==> config.mk <==
export PLATFORM = sky130hd
export DESIGN_NAME = ide_pio_bridge
export DESIGN_NICKNAME = d
export VERILOG_FILES = /design/src/rtl/ide_pio_pkg.sv /design/src/rtl/ide_timing_sel.sv /design/src/rtl/ide_cycle_fsm.sv /design/src/rtl/ide_word_pack.sv /design/src/rtl/ide_pio_bridge.sv
export SDC_FILE = /design/constraint.sdc
export NUM_CORES = 1
export LEC_CHECK = 0
export ABC_AREA = 1
export BUFFER_PORTS_ARGS = -buffer_cell sky130_fd_sc_hd__buf_4
export CAP_MARGIN = 30
export CORE_MARGIN = 1
export CORE_UTILIZATION = 26
export CTS_CLUSTER_SIZE = 28
export DETAILED_ROUTE_END_ITERATION = 16
export PLACE_DENSITY_LB_ADDON = 0.12
export SLEW_MARGIN = 25
export SYNTH_ARGS = -nofsm -noshare
export SYNTH_HDL_FRONTEND = slang
export SYNTH_SLANG_ARGS = --single-unit
==> constraint.sdc <==
create_clock -name clk -period 6.4 [get_ports clk]
set_input_delay 1.28 -clock clk [delete_from_list [all_inputs] [get_ports clk]]
set_output_delay 1.28 -clock clk [all_outputs]
set_load 0.01 [all_outputs]
==> src/rtl/ide_pio_pkg.sv <==
package ide_pio_pkg;

    localparam int CW     = 6;   // cycle counter width
    localparam int HW     = 16;  // drive bus width
    localparam int BW     = 32;  // host bus width
    localparam int NHALF  = BW / HW;
    localparam int AW     = 3;

    typedef enum logic [1:0] {
        ST_IDLE,
        ST_SETUP,
        ST_ACTIVE,
        ST_RECOV
    } cyc_state_e;

    typedef struct packed {
        logic [CW-1:0] act;  // strobe-low clocks
        logic [CW-1:0] per;  // whole cycle clocks
    } timing_t;

    typedef struct packed {
        logic          we;
        logic          wide;
        logic [AW-1:0] addr;
        logic [BW-1:0] wdata;
    } host_cmd_t;

    function automatic timing_t timing_lookup(input logic clk33,
                                              input logic wide,
                                              input logic [1:0] typ);
        logic [1:0]    t;
        logic [CW-1:0] a;
        logic [CW-1:0] c;
        timing_t       r;
        t = (typ == 2'd3) ? 2'd0 : typ;
        a = CW'(15);
        c = CW'(30);
        case ({clk33, wide, t})
            4'b0_1_00: begin a = CW'(9);  c = CW'(30); end
            4'b0_1_01: begin a = CW'(7);  c = CW'(20); end
            4'b0_1_10: begin a = CW'(5);  c = CW'(12); end
            4'b0_0_00: begin a = CW'(15); c = CW'(30); end
            4'b0_0_01: begin a = CW'(15); c = CW'(20); end
            4'b0_0_10: begin a = CW'(15); c = CW'(16); end
            4'b1_1_00: begin a = CW'(6);  c = CW'(20); end
            4'b1_1_01: begin a = CW'(5);  c = CW'(13); end
            4'b1_1_10: begin a = CW'(4);  c = CW'(8);  end
            4'b1_0_00: begin a = CW'(10); c = CW'(20); end
            4'b1_0_01: begin a = CW'(10); c = CW'(13); end
            4'b1_0_10: begin a = CW'(10); c = CW'(11); end
            default:   begin a = CW'(15); c = CW'(30); end
        endcase
        r.act = a;
        // one setup clock plus at least one hold clock around the strobe
        r.per = (c < a + CW'(2)) ? a + CW'(2) : c;
        return r;
    endfunction

endpackage

==> src/rtl/ide_timing_sel.sv <==
module ide_timing_sel
    import ide_pio_pkg::*;
(
    input  logic       clk33,
    input  logic       wide,
    input  logic [1:0] typ,
    output timing_t    tm
);
    assign tm = timing_lookup(clk33, wide, typ);
endmodule

==> src/rtl/ide_cycle_fsm.sv <==
module ide_cycle_fsm
    import ide_pio_pkg::*;
(
    input  logic       clk,
    input  logic       rst,
    input  logic       start,
    input  logic       wide,
    input  timing_t    tm,
    output cyc_state_e st,
    output logic       half,
    output logic       cap,
    output logic       done
);
    logic [CW-1:0] cnt;
    logic          more;

    assign more = wide && !half;
    assign cap  = (st == ST_ACTIVE) && (cnt == '0);
    assign done = (st == ST_RECOV) && (cnt == '0) && !more;

    always_ff @(posedge clk) begin
        if (rst) begin
            st   <= ST_IDLE;
            cnt  <= '0;
            half <= 1'b0;
        end else begin
            case (st)
                ST_IDLE: begin
                    if (start) begin
                        st   <= ST_SETUP;
                        half <= 1'b0;
                    end
                end
                ST_SETUP: begin
                    st  <= ST_ACTIVE;
                    cnt <= tm.act - CW'(1);
                end
                ST_ACTIVE: begin
                    if (cnt == '0) begin
                        st  <= ST_RECOV;
                        cnt <= tm.per - tm.act - CW'(2);
                    end else begin
                        cnt <= cnt - CW'(1);
                    end
                end
                ST_RECOV: begin
                    if (cnt != '0) begin
                        cnt <= cnt - CW'(1);
                    end else if (more) begin
                        st   <= ST_SETUP;
                        half <= 1'b1;
                    end else begin
                        st <= ST_IDLE;
                    end
                end
                default: st <= ST_IDLE;
            endcase
        end
    end
endmodule

==> src/rtl/ide_word_pack.sv <==
module ide_word_pack
    import ide_pio_pkg::*;
(
    input  logic          clk,
    input  logic          rst,
    input  logic          cap,
    input  logic          half,
    input  logic          wide,
    input  logic [HW-1:0] din,
    input  logic [BW-1:0] wdata,
    output logic [BW-1:0] rdata,
    output logic [HW-1:0] dout
);
    logic [HW-1:0] part [NHALF];

    for (genvar g = 0; g < NHALF; g++) begin : g_half
        always_ff @(posedge clk) begin
            if (rst) begin
                part[g] <= '0;
            end else if (cap) begin
                if (wide && (half == 1'(g))) begin
                    part[g] <= din;
                end else if (!wide) begin
                    part[g] <= (g == 0) ? {8'h00, din[7:0]} : '0;
                end
            end
        end
        assign rdata[g*HW +: HW] = part[g];
    end

    always_comb begin
        if (!wide)     dout = {8'h00, wdata[7:0]};
        else if (half) dout = wdata[BW-1:HW];
        else           dout = wdata[HW-1:0];
    end
endmodule

==> src/rtl/ide_pio_bridge.sv <==
module ide_pio_bridge
    import ide_pio_pkg::*;
#(
    parameter logic [2:0] DATA_REG = 3'd0
) (
    input  logic        clk,
    input  logic        rst,
    input  logic        cfg_clk33,
    input  logic [1:0]  cfg_type_d0,
    input  logic [1:0]  cfg_type_d1,
    input  logic        host_req,
    input  logic        host_drv,
    input  logic        host_wide,
    input  logic        host_we,
    input  logic [2:0]  host_addr,
    input  logic [31:0] host_wdata,
    output logic [31:0] host_rdata,
    output logic        host_wait,
    output logic        host_rdy,
    input  logic [15:0] ide_din,
    output logic [15:0] ide_dout,
    output logic        ide_doe,
    output logic [2:0]  ide_addr,
    output logic        ide_cs_n,
    output logic        ide_dior_n,
    output logic        ide_diow_n
);
    cyc_state_e st;
    logic       half, cap, done, accept;
    timing_t    tm_new, tm_q;
    host_cmd_t  cmd_q;
    logic [1:0] typ_sel;

    assign typ_sel = host_drv ? cfg_type_d1 : cfg_type_d0;
    assign accept  = host_req && (st == ST_IDLE);

    ide_timing_sel u_tsel (
        .clk33 (cfg_clk33),
        .wide  (host_wide),
        .typ   (typ_sel),
        .tm    (tm_new)
    );

    always_ff @(posedge clk) begin
        if (rst) begin
            cmd_q    <= '0;
            tm_q     <= '0;
            host_rdy <= 1'b0;
        end else begin
            host_rdy <= done;
            if (accept) begin
                cmd_q.we    <= host_we;
                cmd_q.wide  <= host_wide;
                cmd_q.addr  <= host_addr;
                cmd_q.wdata <= host_wdata;
                tm_q        <= tm_new;
            end
        end
    end

    ide_cycle_fsm u_fsm (
        .clk   (clk),
        .rst   (rst),
        .start (accept),
        .wide  (cmd_q.wide),
        .tm    (tm_q),
        .st    (st),
        .half  (half),
        .cap   (cap),
        .done  (done)
    );

    ide_word_pack u_pack (
        .clk   (clk),
        .rst   (rst),
        .cap   (cap && !cmd_q.we),
        .half  (half),
        .wide  (cmd_q.wide),
        .din   (ide_din),
        .wdata (cmd_q.wdata),
        .rdata (host_rdata),
        .dout  (ide_dout)
    );

    assign host_wait  = (st != ST_IDLE);
    assign ide_cs_n   = (st == ST_IDLE);
    assign ide_addr   = cmd_q.wide ? DATA_REG : cmd_q.addr;
    assign ide_dior_n = !((st == ST_ACTIVE) && !cmd_q.we);
    assign ide_diow_n = !((st == ST_ACTIVE) && cmd_q.we);
    assign ide_doe    = (st != ST_IDLE) && cmd_q.we;
endmodule

### Word-level counts from Yosys, hierarchy flattened

Memories as Yosys holds them, arrays and structs flattened.
Cells that the tools add are included.

* memories: 2
* word-level logic and storage cells: 98
* RAM bits: 32
* output and inout bits: 57
* input bits: 62
* register bits after elaboration: 59
* ROM bits: 144

Memory list
* (name not given): words 16, width 9, read ports 1, clocked after memory_dff 0, write ports 0, RTL line ide_pio_pkg.sv:38 `case ({clk33, wide, t})`
* u_pack.part: words 2, width 16, read ports 2, clocked after memory_dff 0, write ports 2, RTL line ide_word_pack.sv:14 `logic [HW-1:0] part [NHALF];`

* add/sub/neg operators: 5
* eq/ne operators: 9
* bitwise gates (word level): 5
* order comparisons: 1
* reduce and logical (&&, ||, !) cells: 25
* multiplexer cells: 41

Operators with widths (count)
* two-way mux 16 bit: 6
* two-way mux 1 bit: 23
* two-way mux 6 bit: 3
* one-hot mux 6 bit (3 select lines): 1
* subtractor 6 x 1 -> 6 bit, second input constant: 2
* logical AND 1 bit: 11
* two-way mux 2 bit: 5
* one-hot mux 2 bit (4 select lines): 1
* adder 6 x 2 -> 6 bit, second input constant: 1
* == test 2 bit, second input constant: 3
* zero test 6 bit: 1
* < comparator 6 bit: 1
* inequality test 2 x 1 -> 1 bit, second input constant: 3
* nonzero test 6 bit: 1
* subtractor 6 x 2 -> 6 bit, second input constant: 1
* subtractor 6 bit: 1
* zero test 1 bit: 5
* inequality test 2 bit, second input constant: 2
* OR 1 bit: 4
* AND reduction 4 bit: 1
* nonzero test 2 bit: 2
* two-way mux 3 bit: 1
* AND reduction 3 bit: 1
* nonzero test 3 bit: 1
* 5 further kinds: 5

### Logic depth before layout (Yosys ltp)

Gate-level depths: netlist of run 1.

* depth in word-level cells: 8
* depth in mapped cells: 19
* depth with buffers taken out: 19

### Hierarchy

Synthesis of run 1 repeated with hierarchy kept, for this count alone.

* cell total of the unflattened synthesis: 748
* area total of the unflattened synthesis: 5348.9 um^2

By module, submodules not included
* ide_pio_bridge: seq. area each 1001.0 um^2, times used 1, cells an instance 348, area an instance 2353.5 um^2
* ide_word_pack: seq. area each 960.9 um^2, times used 1, cells an instance 141, area an instance 1418.9 um^2
* ide_cycle_fsm: seq. area each 180.2 um^2, times used 1, cells an instance 183, area an instance 1136.1 um^2
* ide_timing_sel: seq. area each 0.0 um^2, times used 1, cells an instance 76, area an instance 440.4 um^2

### Worst setup path after synthesis of run 1

OpenSTA, ideal clock, no wires.

* path type: input to register
* start point: in host_drv
* end point: reg tm_q[1] in the netlist's numbering
* cell stages on the path: 15
* library setup time: 0.113 ns
* required time: 6.287 ns
* data arrival time: 3.714 ns
* path slack: 2.573 ns
* buffers on the path: 0
* cells stage by stage: o21ai_0 inv_1 ha_1 o21ai_0 o21ai_0 ha_1 xnor2_1 ha_1 a21o_1 a21oi_1 nand2_4 nand2_1 nand2_1 o21ai_1 inv_1

RTL lines
* from (decl): RTL line ide_pio_bridge.sv:12 `input logic host_drv,`
* to (signal assigned): RTL line ide_pio_bridge.sv:56 `tm_q <= tm_new;`
* to (decl): RTL line ide_pio_bridge.sv:30 `timing_t tm_new, tm_q;`

==> results.yml, run 1 <==
sta:
  fin_worst_skew_ps: 6.76
  tns_ps: 0
  slew_violations: 0
  rsz0062_at_grt: "no"
  fin_crit_ps: 3920
  finalSetupViolations: 0
  worst_pin_slew_ps: 953
  finalCritPeriodShare_pct: 61.3
  fmax_mhz: 255
  whs_ps: 462
  slew_headroom_pct: 36.3
  hold_viol: 0
layout:
  num_antenna_cells: 0
  nets: 737
  fin_cells: 874
  postLayoutCoreUtil_pct: 35.7
  drive_gt1_share_pct: 24.9
  area_growth_syn_to_layout_pct: 32.5
yosys:
  synth_flop_cell: "dfxtp_1"
  synthTopCellsByArea: "dfxtp_1, edfxtp_1, nor2_1"
  yosysUniqueCellTypes: 37
  synthSimpleGateAreaFrac_pct: 21.8
  syn_inst: 540
  synth.area.mux_share_pct: 0
  syn_area_per_cell_um2: 8.04
  synth_xor_area_share_pct: 1.21
  synth_nets: 624
  yosysSeqAreaShare_pct: 47.9
  async_reset_ff_share_pct: 0
  synth-compound-area-share_pct: 13.8
  yosys_register_bits: 88
  netlist_top_cells_count: "nor2_1, nand2_1, inv_1"
  synth_fa_ha_area_share_pct: 6.51
  netlist_area_um2: 4340
  yosys.area.top_type: "dfxtp_1"
  synth_warnings: 0
  yosysMostFrequentCell: "nor2_1"
  synth_top_family_by_area: "simple AND/OR/NAND/NOR gates"
  synth-edff-count: 32
  synth_top_area_share_pct: 25.8
die:
  core_area_um2: 16100
  die_w_um: 131
  fp.dieArea_um2: 17200
  io_pins: 119
  die_h_um: 131
  rows: 46
  initial_utilization_pct: 26.9
hold_path:
  hp-class: "reg2reg"
  worstHoldEndpoint: "cmd_q[33]$_SDFFE_PP0P_"
  worstHoldStart: "cmd_q[33]$_SDFFE_PP0P_"
  min_path_cells: 2
route:
  drc: 0
  viasPerCell: 4.33
  final_antenna_net_count: 0
  drt_iter0_drc: 160
  wire_per_inst_um: 12.9
  dr.pass1.iters: 5
  wirelength_um: 11300
  dr_total_vias: 3786
clock_network:
  numCtsBuffers: 9
  cts_sinks: 88
  clock_latency_ps: 350
  root_buffer: "clkbuf_16"
  post-cts-setup-buffers: 0
  cts_resized: 0
  h-tree-depth: 3
  cts_tree: "built"
  clockBufferDepth: 2
  ctsHoldBuffers: 0
  path_clk_slew_ps: 70
critical_path:
  rrSetupSlack_ps: 3870
  crit_arrival_ps: 4170
  r2r.worst_path.cells: 8
  r2r_end: "cmd_q[12]$_SDFFE_PP0P_"
  r2r_start: "u_fsm.st[0]$_SDFFE_PP0P_"
  cp_max_fo: 6
  critPathKind: "in2reg"
  worst_ep_required_time_ps: 6640
  crit_path_end_kind: "register"
  cp-start-kind: "input pin"
place:
  dp_cells: 858
  place.gp.congestion: 0.752
  dp_hpwl_um: 8240
  port_buffers: 118
grt:
  grt_pass1_wl_um: 18900
  overflow: 0
  antenna_found_initial: 0
  grt_max_degree: 59
  grt_use_total_pct: 13.7
  grt_pass1_vias: 3717
flow_run:
  drv_cap: 0
pwr:
  power.density_nw_per_um2: 371
  p_leak_uw: 0.00270
  ir_worst_vdd_v: 0.000140
run_status:
  outcome: "complete, no violations"
-- sequential cells by signal, summed over array words and instances, names as in the netlist --
name         count
cmd_q           37
host_rdy         1
tm_q             9
u_fsm.cnt        6
u_fsm.half       1
u_fsm.st         2
u_pack.part     32
-- critical path, stage by stage --
cell and delay (ps):
buf_4 120, o21ai_0 300, inv_1 80, ha_1 330, o21ai_0 160, o21ai_0 220
ha_1 260, xnor2_1 210, ha_1 280, a21o_1 180, a21oi_1 340, nand2_4 120
nand2_1 70, nand2_1 50, o21ai_1 120, inv_1 40
-- per-layer routing --
layer	share of wire (%)	vias to the layer above	track usage, %
met5	0	-	0
met4	1.4	0	4.90
met3	6.5	13	3.70
met2	45	113	22.0
met1	48	1694	17.5
li1	-	1966	-
-- where the power goes --
group	internal (uW)	total [uW]	switching (uW)
Clock	351	592	242
Combinational	309	774	465
Sequential	704	769	65.8
-- logic make-up after synthesis --
family                   after synthesis
buffers and inverters                 93
AO/OA/AOI/OAI                        105
XOR/XNOR                               6
flip-flops                            88
AND/OR/NAND/NOR                      226
adder cells (fa/ha/maj)               22
-- stage by stage --
step	setup slack, ps	total power, uW	area [um2]
2_1_floorplan	2570	1320	4340
3_3_place_gp	2210	1560	5420
3_5_place_dp	2160	1560	5420
4_1_cts	2510	2160	5760
5_1_grt	2100	2310	5760
6_report	2480	2140	5760
-- cells in the final DEF (no fill, tap or decap), drive strengths merged --
cell,count
o21ai,62
xnor2,3
fa,1
nand3,11
nor3,7
inv,75
a41oi,1
a21oi,23
a211oi,2
bufinv,2
nand2,81
dfxtp,56
a21o,1
o21a,1
a22o,8
nor2,125
nor4,1
xor2,3
o211ai,4
edfxtp,32
and3,1
buf,123
ha,21
clkinv,2
a31oi,3
clkbuf,9
-- worst max-delay path by stage --
| stage | startpoint | end | slack [ps] | cells past startpoint |
|---|---|---|---|---|
| 4_1_cts | host_drv | tm_q[1]$_SDFFE_PP0P_ | 2510 | 16 |
| 3_5_place_dp | host_drv | tm_q[1]$_SDFFE_PP0P_ | 2160 | 16 |
| 3_3_place_gp | host_drv | tm_q[1]$_SDFFE_PP0P_ | 2210 | 16 |
| 2_1_floorplan | host_drv | tm_q[1]$_SDFFE_PP0P_ | 2570 | 15 |
| 5_1_grt | host_drv | tm_q[1]$_SDFFE_PP0P_ | 2100 | 16 |
| 6_report | host_drv | tm_q[1]$_SDFFE_PP0P_ | 2480 | 16 |
-- area by class of cell --
type                       count  area (um2)
sequential                    88        2080
inverter                      72         270
tap                          216         270
multi-input combinational    359        1880
clock buffer                   9         225
timing repair buffer         123         923
clock inverter                 7         106
fill                        1750       10400
Power figures use the tool's default switching activity.
==> run 2, diff against run 1 <==
- ABC_AREA: 1 -> 0
- clock period: 6.4 -> 3.95 ns (I/O delays scaled with it)
==> results.yml, run 2 <==
clock_network:
  cts_tree: "built"
  clock_latency_ps: 350
  path_clk_slew_ps: 60
  numCtsBuffers: 9
  root_buffer: "clkbuf_16"
  h-tree-depth: 3
  post-cts-setup-buffers: 0
  cts_resized: 0
  ctsHoldBuffers: 0
  clockBufferDepth: 2
  cts_sinks: 88
layout:
  nFillCells: 1700
  num_antenna_cells: 0
  top_regs: "cmd_q (37), u_pack.part (32), tm_q (9)"
  largest_reg_flops: 37
  final_cell_mix: "buf_4, nand2_1, dfxtp_1"
  drive_gt1_share_pct: 26.1
  fin_cells: 813
  layout_commonest_cell: "buf_4"
  nets: 672
  regMostFlops: "cmd_q"
  area_growth_syn_to_layout_pct: 31.6
route:
  drt_iter0_drc: 125
  final_antenna_net_count: 0
  drc: 0
  wire_per_inst_um: 13.8
  viasPerCell: 4.53
  wirelength_um: 11200
  dr.pass1.iters: 4
  dr_total_vias: 3682
sta:
  fmax_mhz: 296
  slew_headroom_pct: 55.4
  hold_viol: 0
  tns_ps: 0
  worst_pin_slew_ps: 669
  finalCritPeriodShare_pct: 85.4
  rsz0062_at_grt: "no"
  finalSetupViolations: 0
  fin_crit_ps: 3370
  fin_worst_skew_ps: 6.94
  slew_violations: 0
yosys:
  yosysSeqAreaShare_pct: 47.5
  yosys_register_bits: 88
  yosys.area.top_type: "dfxtp_1"
  synth_warnings: 0
  synth_nets: 564
  async_reset_ff_share_pct: 0
  synth_flop_cell: "dfxtp_1"
  synthTopCellsByArea: "dfxtp_1, edfxtp_1, nand2_1"
  netlist_top_cells_count: "nand2_1, dfxtp_1, a21oi_1"
  synth_top_area_share_pct: 25.6
  synth-edff-count: 32
  yosysUniqueCellTypes: 49
  yosysMostFrequentCell: "nand2_1"
  netlist_area_um2: 4380
  syn_area_per_cell_um2: 9.13
  syn_inst: 480
pwr:
  comb_power_share_pct: 38.6
  p_sw_share_pct: 36.2
  power.switching_uw: 1220
  power.density_nw_per_um2: 584
  intPower_uw: 2150
  clkPwrFrac_pct: 25.7
  ir_worst_vdd_v: 0.000238
  p_leak_uw: 0.00240
  pwr-share-seq_pct: 35.7
critical_path:
  crit_path_end_kind: "register"
  critPathKind: "in2reg"
  cp_max_fo: 6
  worst_ep_required_time_ps: 4190
  crit_arrival_ps: 3610
  cp-start-kind: "input pin"
grt:
  grt_pass1_vias: 3668
  antenna_found_initial: 0
  grt_max_degree: 62
  grt_use_total_pct: 13.6
  grt_pass1_wl_um: 18600
  overflow: 0
die:
  rows: 47
  fp.dieArea_um2: 17400
  die_w_um: 132
  io_pins: 119
  die_h_um: 132
  initial_utilization_pct: 26.5
  core_area_um2: 16500
place:
  port_buffers: 118
  dp_hpwl_um: 8020
  dp_cells: 797
  place.gp.congestion: 0.824
run_status:
  outcome: "complete, no violations"
flow_run:
  drv_cap: 0
hold_path:
  hp-class: "reg2reg"
-- run 2: final cells by class --
cell class                      instances  area [um2]  share of cell area (%)
Clock buffer                            9         225                    3.91
Multi-Input combinational cell        341        2090                    36.3
Timing Repair Buffer                  122         916                    15.9
Sequential cell                        88        2080                    36.1
Inverter                               26        97.6                    1.69
Clock inverter                          7        78.8                    1.37
Tap cell                              220         275                    4.77
-- run 2: metrics by stage --
stage | util [%] | hold WS [ps] | cell area, um2 | power (uW) | setup slack (ps)
after detailed placement | 33.1 | 444 | 5460 | 2530 | 224
after global placement | 33.1 | 439 | 5460 | 2530 | 354
after CTS | 34.9 | 453 | 5770 | 3420 | 588
after floorplan | - | 432 | 4380 | 2110 | 603
after global routing | 34.9 | 472 | 5770 | 3630 | 348
final | 34.9 | 449 | 5770 | 3370 | 577
-- run 2: critical path: stages --
cell	delay (ps)
buf_4	90
mux2i_1	270
inv_1	70
ha_1	360
nand2b_1	110
mux2_2	300
ha_1	210
xnor2_1	220
ha_1	280
and3_1	190
a21o_1	210
or4_1	410
o311ai_0	90
-- run 2: cell families (layout without fill, tap and decap cells) --
logic type,count (synthesis),count (layout),share of synthesized area [%]
simple gates,200,200,22.4
compound gates,90,90,12.2
flops,88,88,47.5
xor+xnor,8,8,1.60
fa+ha+maj,22,22,6.46
mux,21,21,5.08
buf+inv,51,164,4.71
-- run 2: power by group through the flow --
| stage | clock, uW | combinational [uW] | sequential (uW) |
|---|---|---|---|
| after global routing | 939 | 1470 | 1230 |
| after global placement | 0 | 1310 | 1220 |
| after CTS | 902 | 1320 | 1210 |
| after floorplan | 0 | 902 | 1210 |
| final | 867 | 1300 | 1200 |
| after detailed placement | 0 | 1310 | 1220 |
-- run 2: metal layers --
layer | part of all wire, % | global-route usage (%)
met5 | 0 | 0
met4 | 1.3 | 4.01
met3 | 6.7 | 5.11
met2 | 45 | 21.9
met1 | 47 | 16.8
-- run 2: final timing paths --
path | startpoint | endpoint | slack [ps] | cells past startpoint
worst max-delay path | host_drv | tm_q[2]$_SDFFE_PP0P_ | 580 | 13
worst min-delay path | cmd_q[7]$_SDFFE_PP0P_ | cmd_q[7]$_SDFFE_PP0P_ | 450 | 2
worst max register to register | tm_q[1]$_SDFFE_PP0P_ | u_fsm.cnt[5]$_SDFFE_PP0P_ | 1570 | 10
worst min register to register | cmd_q[7]$_SDFFE_PP0P_ | cmd_q[7]$_SDFFE_PP0P_ | 450 | 2
